`config.mk`:
```
export PLATFORM = sky130hd
export DESIGN_NAME = can_bit_sequencer
export DESIGN_NICKNAME = d
export VERILOG_FILES = /design/src/rtl/btq_pkg.sv /design/src/rtl/btq_cfg_check.sv /design/src/rtl/btq_edge_det.sv /design/src/rtl/btq_seq_core.sv /design/src/rtl/can_bit_sequencer.sv
export SDC_FILE = /design/constraint.sdc
export NUM_CORES = 1
export LEC_CHECK = 0
export BUFFER_PORTS_ARGS = -buffer_cell sky130_fd_sc_hd__buf_2
export CORE_AREA = 2 2 76 114
export DETAILED_ROUTE_END_ITERATION = 8
export DIE_AREA = 0 0 78 116
export SLEW_MARGIN = 25
export SYNTH_ARGS = -nofsm -noshare
export SYNTH_HDL_FRONTEND = slang
export SYNTH_SLANG_ARGS = --single-unit
```
`constraint.sdc`:
```
create_clock -name clk -period 6.5 [get_ports clk]
set_input_delay 1.625 -clock clk [delete_from_list [all_inputs] [get_ports clk]]
set_output_delay 1.625 -clock clk [all_outputs]
set_load 0.1 [all_outputs]
```
`src/rtl/btq_pkg.sv`:
```
package btq_pkg;
   typedef enum logic [1:0] {
      SEG_SYNC = 2'd0,
      SEG_PROP = 2'd1,
      SEG_PH1  = 2'd2,
      SEG_PH2  = 2'd3
   } seg_e;

   localparam int unsigned SJW_CODE_W = 2;
   localparam int unsigned SJW_W      = 3;
endpackage

```
`src/rtl/btq_cfg_check.sv`:
```
module btq_cfg_check
   import btq_pkg::*;
#(
   parameter int unsigned SEG_W = 4
) (
   input  logic [SEG_W-1:0]      prop,
   input  logic [SEG_W-1:0]      ph1,
   input  logic [SEG_W-1:0]      ph2,
   input  logic [SJW_CODE_W-1:0] sjw_code,
   output logic [SJW_W-1:0]      sjw,
   output logic                  bad
);
   localparam int unsigned SUM_W = SEG_W + 1;

   logic [SUM_W-1:0] early_sum;
   logic             zero_len;
   logic             sum_short;
   logic             ph2_small;

   always_comb begin
      sjw       = {1'b0, sjw_code} + SJW_W'(1);
      early_sum = SUM_W'(prop) + SUM_W'(ph1);
      zero_len  = (prop == '0) || (ph1 == '0);
      sum_short = early_sum < SUM_W'(ph2);
      ph2_small = SUM_W'(ph2) <= SUM_W'(sjw);
      bad       = zero_len || sum_short || ph2_small;
   end
endmodule

```
`src/rtl/btq_edge_det.sv`:
```
module btq_edge_det (
   input  logic clk,
   input  logic rst_n,
   input  logic tq_tick,
   input  logic rx,
   output logic fall
);
   logic prev_q;

   always_ff @(posedge clk) begin
      if (!rst_n)       prev_q <= 1'b1;
      else if (tq_tick) prev_q <= rx;
   end

   assign fall = tq_tick && prev_q && !rx;
endmodule

```
`src/rtl/btq_seq_core.sv`:
```
module btq_seq_core
   import btq_pkg::*;
#(
   parameter int unsigned SEG_W = 4
) (
   input  logic              clk,
   input  logic              rst_n,
   input  logic              tq_tick,
   input  logic              rx,
   input  logic              fall,
   input  logic              hs_en,
   input  logic              cfg_bad,
   input  logic [SEG_W-1:0]  prop,
   input  logic [SEG_W-1:0]  ph1,
   input  logic [SEG_W-1:0]  ph2,
   input  logic [SJW_W-1:0]  sjw,
   output logic              sample_pulse,
   output logic              sample_bit,
   output logic              bit_start
);
   localparam int unsigned ERR_W = SEG_W + 2;

   seg_e             seg_q;
   logic [ERR_W-1:0] cnt_q;
   logic [SJW_W-1:0] add_q, sub_q;
   logic             rs_done_q;
   logic             sp_q, bs_q, sb_q;

   logic [ERR_W-1:0] prop_w, ph1_w, ph2_w;
   logic [ERR_W-1:0] late_err, early_err;
   logic [ERR_W-1:0] ph1_end, ph2_end;
   logic [SJW_W-1:0] add_cur, sub_cur;
   logic             hard, rs_ok, late_rs, early_rs;

   function automatic logic [SJW_W-1:0] clamp_fn(input logic [ERR_W-1:0] e,
                                                 input logic [SJW_W-1:0] lim);
      if (e < ERR_W'(lim)) return e[SJW_W-1:0];
      return lim;
   endfunction

   always_comb begin
      prop_w    = ERR_W'(prop);
      ph1_w     = ERR_W'(ph1);
      ph2_w     = ERR_W'(ph2);
      hard      = fall && hs_en;
      rs_ok     = fall && !hs_en && !rs_done_q;
      late_rs   = rs_ok && ((seg_q == SEG_PROP) || (seg_q == SEG_PH1));
      early_rs  = rs_ok && (seg_q == SEG_PH2);
      late_err  = (seg_q == SEG_PROP) ? cnt_q : prop_w + cnt_q;
      early_err = (cnt_q < ph2_w) ? ph2_w - cnt_q : '0;
      add_cur   = late_rs  ? clamp_fn(late_err, sjw)  : add_q;
      sub_cur   = early_rs ? clamp_fn(early_err, sjw) : sub_q;
      ph1_end   = ph1_w + ERR_W'(add_cur);
      ph2_end   = ph2_w - ERR_W'(sub_cur);
   end

   always_ff @(posedge clk) begin
      if (!rst_n || cfg_bad) begin
         seg_q     <= SEG_SYNC;
         cnt_q     <= '0;
         add_q     <= '0;
         sub_q     <= '0;
         rs_done_q <= 1'b0;
         sp_q      <= 1'b0;
         bs_q      <= 1'b0;
         sb_q      <= 1'b1;
      end else begin
         sp_q <= 1'b0;
         bs_q <= 1'b0;
         if (tq_tick) begin
            if (hard) begin
               seg_q     <= SEG_PROP;
               cnt_q     <= ERR_W'(1);
               add_q     <= '0;
               sub_q     <= '0;
               rs_done_q <= 1'b1;
               bs_q      <= 1'b1;
            end else begin
               unique case (seg_q)
                  SEG_SYNC: begin
                     seg_q <= SEG_PROP;
                     cnt_q <= ERR_W'(1);
                  end
                  SEG_PROP: begin
                     add_q <= add_cur;
                     if (late_rs) rs_done_q <= 1'b1;
                     if (cnt_q >= prop_w) begin
                        seg_q <= SEG_PH1;
                        cnt_q <= ERR_W'(1);
                     end else begin
                        cnt_q <= cnt_q + ERR_W'(1);
                     end
                  end
                  SEG_PH1: begin
                     add_q <= add_cur;
                     if (cnt_q >= ph1_end) begin
                        seg_q     <= SEG_PH2;
                        cnt_q     <= ERR_W'(1);
                        sp_q      <= 1'b1;
                        sb_q      <= rx;
                        rs_done_q <= 1'b0;
                     end else begin
                        cnt_q <= cnt_q + ERR_W'(1);
                        if (late_rs) rs_done_q <= 1'b1;
                     end
                  end
                  default: begin
                     sub_q <= sub_cur;
                     if (early_rs) rs_done_q <= 1'b1;
                     if (cnt_q >= ph2_end) begin
                        seg_q <= SEG_SYNC;
                        cnt_q <= '0;
                        add_q <= '0;
                        sub_q <= '0;
                        bs_q  <= 1'b1;
                     end else begin
                        cnt_q <= cnt_q + ERR_W'(1);
                     end
                  end
               endcase
            end
         end
      end
   end

   assign sample_pulse = sp_q;
   assign bit_start    = bs_q;
   assign sample_bit   = sb_q;

   AST_PULSES_EXCLUSIVE: assert property (@(posedge clk) disable iff (!rst_n)
      !(sp_q && bs_q));
   AST_PULSE_AFTER_TICK: assert property (@(posedge clk) disable iff (!rst_n)
      (sp_q || bs_q) |-> $past(tq_tick));
   AST_HOLD_WHEN_BAD: assert property (@(posedge clk) disable iff (!rst_n)
      cfg_bad |=> (!sp_q && !bs_q));
   AST_BIT_ONLY_AT_SAMPLE: assert property (@(posedge clk) disable iff (!rst_n)
      (!$stable(sb_q) && !$past(cfg_bad)) |-> sp_q);
   AST_ADD_WITHIN_JUMP: assert property (@(posedge clk) disable iff (!rst_n || cfg_bad)
      add_q <= sjw);
   AST_SUB_WITHIN_JUMP: assert property (@(posedge clk) disable iff (!rst_n || cfg_bad)
      sub_q <= sjw);
endmodule

```
`src/rtl/can_bit_sequencer.sv`:
```
module can_bit_sequencer
   import btq_pkg::*;
#(
   parameter int unsigned SEG_W = 4
) (
   input  logic                  clk,
   input  logic                  rst_n,
   input  logic                  tq_tick,
   input  logic                  rx_bit,
   input  logic                  idle_sync_en,
   input  logic [SEG_W-1:0]      seg_prop,
   input  logic [SEG_W-1:0]      seg_ph1,
   input  logic [SEG_W-1:0]      seg_ph2,
   input  logic [SJW_CODE_W-1:0] sjw_code,
   output logic                  sample_pulse,
   output logic                  sample_bit,
   output logic                  bit_start,
   output logic                  cfg_bad
);
   if (SEG_W < 3 || SEG_W > 8) begin : g_bad_seg_w
      $error("can_bit_sequencer: SEG_W must lie in 3..8");
   end

   logic [SJW_W-1:0] sjw;
   logic             fall;

   btq_cfg_check #(.SEG_W(SEG_W)) u_cfg (
      .prop     (seg_prop),
      .ph1      (seg_ph1),
      .ph2      (seg_ph2),
      .sjw_code (sjw_code),
      .sjw      (sjw),
      .bad      (cfg_bad)
   );

   btq_edge_det u_edge (
      .clk     (clk),
      .rst_n   (rst_n),
      .tq_tick (tq_tick),
      .rx      (rx_bit),
      .fall    (fall)
   );

   btq_seq_core #(.SEG_W(SEG_W)) u_core (
      .clk          (clk),
      .rst_n        (rst_n),
      .tq_tick      (tq_tick),
      .rx           (rx_bit),
      .fall         (fall),
      .hs_en        (idle_sync_en),
      .cfg_bad      (cfg_bad),
      .prop         (seg_prop),
      .ph1          (seg_ph1),
      .ph2          (seg_ph2),
      .sjw          (sjw),
      .sample_pulse (sample_pulse),
      .sample_bit   (sample_bit),
      .bit_start    (bit_start)
   );
endmodule

```
=== After elaboration in Yosys (flattened, before gate mapping) ===
Cells that the tools add are included.

* Output and inout bits: 4
* Register bits: 19
* Logic and storage cells: 100
* Bits of input ports: 19

* Equal/unequal tests: 7
* Magnitude comparators: 8
* Add/sub/neg operators: 7
* Reduce and logical (&&, ||, !) cells: 31
* Bitwise logic cells: 3
* Multiplexer cells: 35

{| class="wikitable"
|+ Operators by type and width
! cell !! count
|-
| $mux 6 || 6
|-
| $mux 3 || 11
|-
| $pmux 6 s3 || 1
|-
| $ge 6x6->1 || 2
|-
| $lt 6x3->1 || 2
|-
| $mux 1 || 10
|-
| $logic_not 4->1 || 2
|-
| $mux 2 || 4
|-
| $reduce_and 4->1 || 2
|-
| $logic_and 1x1->1 || 7
|-
| $add 4x6->6 || 1
|-
| $add 6x1->6 const B || 1
|-
| $ge 6x4->1 || 1
|-
| $lt 6x4->1 || 1
|-
| $ne 3x2->1 const B || 2
|-
| $pmux 2 s3 || 1
|-
| $pmux 3 s2 || 1
|-
| $reduce_and 3->1 || 2
|-
| $sub 4x6->6 || 1
|-
| $add 4x3->5 || 1
|-
| $add 4x4->5 || 1
|-
| $logic_or 1x1->1 || 5
|-
| $lt 5x4->1 || 1
|-
| $reduce_bool 5->1 || 1
|-
| other kinds (16) || 24
|}

=== Depth between registers and ports, before layout ===
* Depth in word-level cells: 11
* Depth in mapped cells: 27
* Mapped depth without buffers: 27

=== Cells and area by module ===
Synthesis repeated with hierarchy kept, for this count alone.

* Cells, all modules: 308
* Area, all modules: 2497.4 um^2

{| class="wikitable"
|+ By module, submodules not included
! module !! cells each !! instances !! area an instance (um^2) !! sequential area each (um^2)
|-
| btq_seq_core || 266 || 1 || 2153.3 || 360.3
|-
| btq_cfg_check || 38 || 1 || 300.3 || 0.0
|-
| btq_edge_det || 4 || 1 || 43.8 || 20.0
|}

=== Worst setup path after synthesis ===
Ideal clock, no wire load.

* Path type: input-to-reg
* Start: in seg_ph2[0]
* End: reg u_core.cnt_q[5]
* Cell stages on the path: 26
* Data arrival time: 6.488 ns
* Setup time: 0.086 ns
* Path buffers: 0
* Required time: 6.414 ns
* Slack: -0.073 ns
* Cells stage by stage: inv_1 > ha_1 > inv_1 > fa_1 > a211o_1 > o2111a_1 > and2_1 > ha_1 > a21o_1 > a21oi_1 > o21ai_0 > o21ai_0 > o21ai_0 > o21ai_0 > ha_1 > inv_1 > ha_1 > a21oi_1 > o21ai_0 > ha_1 > a21o_1 > a21oi_1 > o21ai_0 > or3b_2 > and2_1 > a211oi_1

* Cells in the longest elaborated chain, start to end: 11
* Elaborated cells between the ends (all ways): 18
* Classes of those cells: add/sub: 2; order compare: 5; mux: 8; reduce/logical: 3

{| class="wikitable"
|+ Ends and longest elaborated chain
! what !! line !! source
|-
| from (decl) || can_bit_sequencer.sv:13 || <nowiki>input logic [SEG_W-1:0] seg_ph2,</nowiki>
|-
| $sub 4x6->6 / $lt 6x4->1 (equally long branches) || btq_seq_core.sv:50 || <nowiki>early_err = (cnt_q < ph2_w) ? ph2_w - cnt_q : '0;</nowiki>
|-
| $mux 6 || btq_seq_core.sv:50 ||
|-
| $lt 6x3->1 || btq_seq_core.sv:37 || <nowiki>if (e < ERR_W'(lim)) return e[SJW_W-1:0];</nowiki>
|-
| $mux 1 || btq_seq_core.sv:37 ||
|-
| $mux 3 || btq_seq_core.sv:38 || <nowiki>return lim;</nowiki>
|-
| $mux 3 || btq_seq_core.sv:52 || <nowiki>sub_cur = early_rs ? clamp_fn(early_err, sjw) : sub_q;</nowiki>
|-
| $sub 4x3->5 || btq_seq_core.sv:54 || <nowiki>ph2_end = ph2_w - ERR_W'(sub_cur);</nowiki>
|-
| $ge 6x6->1 || btq_seq_core.sv:110 || <nowiki>if (cnt_q >= ph2_end) begin</nowiki>
|-
| $mux 6 || btq_seq_core.sv:110 ||
|-
| $pmux 6 s3 || btq_seq_core.sv:79 || <nowiki>unique case (seg_q)</nowiki>
|-
| $mux 6 || btq_seq_core.sv:71 || <nowiki>if (hard) begin</nowiki>
|-
| to (signal assigned) || btq_seq_core.sv:91 || <nowiki>cnt_q <= cnt_q + ERR_W'(1);</nowiki>
|-
| to (signal assigned) || btq_seq_core.sv:103 || <nowiki>cnt_q <= cnt_q + ERR_W'(1);</nowiki>
|-
| to (signal assigned) || btq_seq_core.sv:117 || <nowiki>cnt_q <= cnt_q + ERR_W'(1);</nowiki>
|-
| to (decl) || btq_seq_core.sv:24 || <nowiki>logic [ERR_W-1:0] cnt_q;</nowiki>
|}

Several ways; a longest one is shown, not always the timed one. The select of a mux whose other input is x is not followed.
A chain may end at the register's enable or synchronous reset.

=== Worst setup path in the final report ===
* Start: in seg_ph2[0]
* End: reg u_core.add_q[0]

* Cells in the longest elaborated chain, start to end: 10
* Elaborated cells between the ends (all ways): 17
* Classes of those cells: add/sub: 2; order compare: 5; mux: 5; reduce/logical: 5

{| class="wikitable"
|+ Ends and longest elaborated chain
! what !! line !! source
|-
| $sub 4x6->6 / $lt 6x4->1 (equally long branches) || btq_seq_core.sv:50 ||
|-
| $mux 6 || btq_seq_core.sv:50 ||
|-
| $lt 6x3->1 || btq_seq_core.sv:37 ||
|-
| $mux 1 || btq_seq_core.sv:37 ||
|-
| $mux 3 || btq_seq_core.sv:38 ||
|-
| $mux 3 || btq_seq_core.sv:52 ||
|-
| $sub 4x3->5 || btq_seq_core.sv:54 ||
|-
| $ge 6x6->1 || btq_seq_core.sv:110 ||
|-
| $reduce_bool 3->1 (no line) || n/a ||
|-
| $reduce_and 3->1 (no line) || n/a ||
|-
| to (signal assigned) || btq_seq_core.sv:85 || <nowiki>add_q <= add_cur;</nowiki>
|-
| to (signal assigned) || btq_seq_core.sv:95 || <nowiki>add_q <= add_cur;</nowiki>
|-
| to (decl) || btq_seq_core.sv:25 || <nowiki>logic [SJW_W-1:0] add_q, sub_q;</nowiki>
|}

Several ways; a longest one is shown, not always the timed one. The select of a mux whose other input is x is not followed.

==> impl_results.md <==
* Status: finished, final reports clean
* CTS clk-pin slew, worst paths at 60 ps
* Largest net degree at the start of global routing at 22
* FMAX at 0.1602 GHz
* Min cycle time layout at 6241 ps
* Most frequent cells after synthesis: 49 x ha_1, 34 x inv_1, 20 x nand2_1, 19 x dfxtp_1
* CTS Root Cell: clkbuf_16
* Die area at 9048 um2
* Fin area at 3259 um2
* Final #Nets at 452
* Synth Register Bits at 19
* IO Count at 23
* Most common cell in the netlist: ha_1
* Dpl hpwl at 6.547 mm
* WHS Path Cells at 2
* GRT Total Usage at 17.80%
* Skew final at 1.471 ps
* Total negative slack at 0 ps
* Largest area contributor in the netlist: ha_1
* Routed vias/inst at 5.512
* Die span in x at 78 um
* 1st-pass router iterations at 5
* CTS tree: built
* Diode count at 0
* First-pass GRT wire length at 12.74 mm
* Synthesized cell area at 2733 um2
* Final Wtd Congestion at 0.9341
* Worst setup EP type: register
* Comb pwr share at 45.0%
* Count of cell types in the netlist at 65
* CP Class: input pin to register
* Number of port buffers at 22
* Seq pwr share at 26.7%
* Top post-synthesis cells by area: ha_1 22%, dfxtp_1 14%, inv_1 4.7%, a21o_1 4.1%, a21oi_1 3.3%
* Setup WS post-layout at 259.3 ps
* Mapped Avg Cell Area at 8.061 um2
* Die Ht at 116 um
* Final Max Slew Viols at 0
* Post-synth top area share at 22.44%
* Initial core utilization at 34.13%
* Longest Clk Path Bufs at 2
* Switching pwr at 0.1654 mW
* Yosys warnings at 0
* Routed WL per cell at 16.22 um
* Worst-margin pin slew at 722.8 ps
* Final Cycle Share at 96.01%
* Pwr/cell area at 138.5 nW/um2
* Overflow after GRT at 0
* Clock Power Share at 28.4%
* Sw Share at 36.63%
* Max FO, Critical Path at 5
* Place WS at -373.6 ps
* Via count at 2668
* Slew HR at 51.55%
* Worst Path Arrival at 6410 ps
* DRC viols at 0
* Internal power at 0.2861 mW
* WP data required at 6670 ps
* P&R area growth vs syn at 19.28%
* Synth Flop Type: dfxtp_1
* Vias in the first global route at 2710
* Final Setup Violations at 0
* Peak supply drop at 86.45 uV
* Routed Antenna Nets at 0
* CP startpoint kind: input pin
* Final Util at 40.70%
* CTS H-tree depth at 1
* Initial antenna violation count at 0
* Post-synth ARST share at 0%
* Clock Sinks at 19
* Clk_lat worst skew at 250 ps
* Dpl cell area at 3095 um2
* Gate Count Post-Synth at 339
* R2R Setup Slk at 1180 ps
* Syn nets at 411
* Final wirelength at 7.851 mm
* Cells on worst reg2reg path at 23
* Number of buffers created by CTS at 3
* Hold Buf Count CTS at 0
* HP Class: register to register
* Post-synth EDFFs at 0
* Layout cell share with drive strength beyond 1 at 20.84%
* Hold Vio Cnt, Final at 0
* Core area at 8008 um2
* Max Cap Violations at 0
* Leakage dissipation at 1.439 nW
* Site Rows at 40
* Sequential share of the synthesized area at 13.92%
* Initial DRC Count at 125
[final timing paths]
kind / from / to
max: seg_ph2[0] / u_core.add_q[0]
min: u_core.sub_q[1] / u_core.sub_q[1]
max reg2reg: u_core.cnt_q[1] / u_core.add_q[0]
min reg2reg: u_core.sub_q[1] / u_core.sub_q[1]
[sequential cells by signal (all words and copies together), names as in the netlist, 2 cells and up]
register      cells
u_core.cnt_q      6
u_core.sub_q      3
u_core.add_q      3
u_core.seg_q      2
[power by group through the flow]
stage               Combinational (mW)  Clock [mW]  Sequential (mW)
CTS                              0.193       0.130            0.120
global route                     0.225       0.135            0.121
floorplan                        0.130           0            0.124
global placement                 0.188           0            0.123
detailed placement               0.191           0            0.123
finish                           0.203       0.128            0.121
[what timing repair did]
item | 4_1_cts | 5_1_grt
resized for setup | 4 | 18
cloned | 0 | 0
setup buffers | 1 | 0
pin swaps | 1 | 6
setup endpoints to repair | 11 | 13
[logic make-up (layout without fill, tap and decap cells)]
kind of cell | Yosys count | in the layout | share of synthesized area [%]
buffers and inverters | 42 | 82 | 6.136
XOR/XNOR | 12 | 12 | 3.846
AND/OR/NAND/NOR | 111 | 111 | 22.71
adder cells (fa/ha/maj) | 53 | 53 | 25.37
AO/OA/AOI/OAI | 101 | 101 | 27.66
multiplexers | 1 | 1 | 0.3663
flip-flops | 19 | 19 | 13.92
[final cells by class]
class | count | area [um2]
Clock buffer | 3 | 75.07
Clock inverter | 1 | 5.005
Fill cell | 850 | 4748
Inverter | 34 | 127.6
Multi-Input combinational cell | 278 | 2265
Sequential cell | 19 | 380.4
Tap cell | 105 | 131.4
Timing Repair Buffer | 44 | 275.3
[critical path: stages]
cell       delay, ps
buf_2            110
inv_1             70
ha_1             150
inv_1             50
fa_2             340
a211o_1          280
o2111a_1         160
and2_1           160
ha_1             280
and2_1           170
a221o_1          330
and2_1           180
a2bb2oi_2        170
nor2_1            90
a21oi_1           60
ha_2             360
inv_1             70
xnor2_1          180
ha_1             280
a21o_1           200
a31oi_2          160
o21ai_2          120
o311ai_4         340
o21ai_0          120
o31a_2           130
a211oi_2         220
[through the flow]
step / hold WS, ps / instances / total power [mW]
after CTS: 454.9 / 484 / 0.4439
final: 458.1 / 484 / 0.4515
after global placement: 443.6 / 479 / 0.3111
after detailed placement: 446.9 / 479 / 0.3142
after floorplan: 431.2 / 339 / 0.2538
after global routing: 489.8 / 484 / 0.4804
[routing by layer]
layer / up-vias / routed length (um) / GRT usage, %
li1: 1329 / - / -
met1: 1277 / 2921 / 17.83
met2: 44 / 4460 / 37.13
met3: 18 / 178 / 1.791
met4: 0 / 289 / 6.199
met5: - / 0 / 0
[cells in the final DEF (no fill, tap or decap), types with 8 or more instances in the layout]
cell,count
a21o_1,15
a21oi_1,15
and2_1,8
buf_2,22
buf_4,22
dfxtp_1,19
ha_1,47
inv_1,34
nand2_1,20
nand2b_1,11
nand3_1,12
nor2_1,14
o21ai_0,12
(Power assumes the default switching activity.)
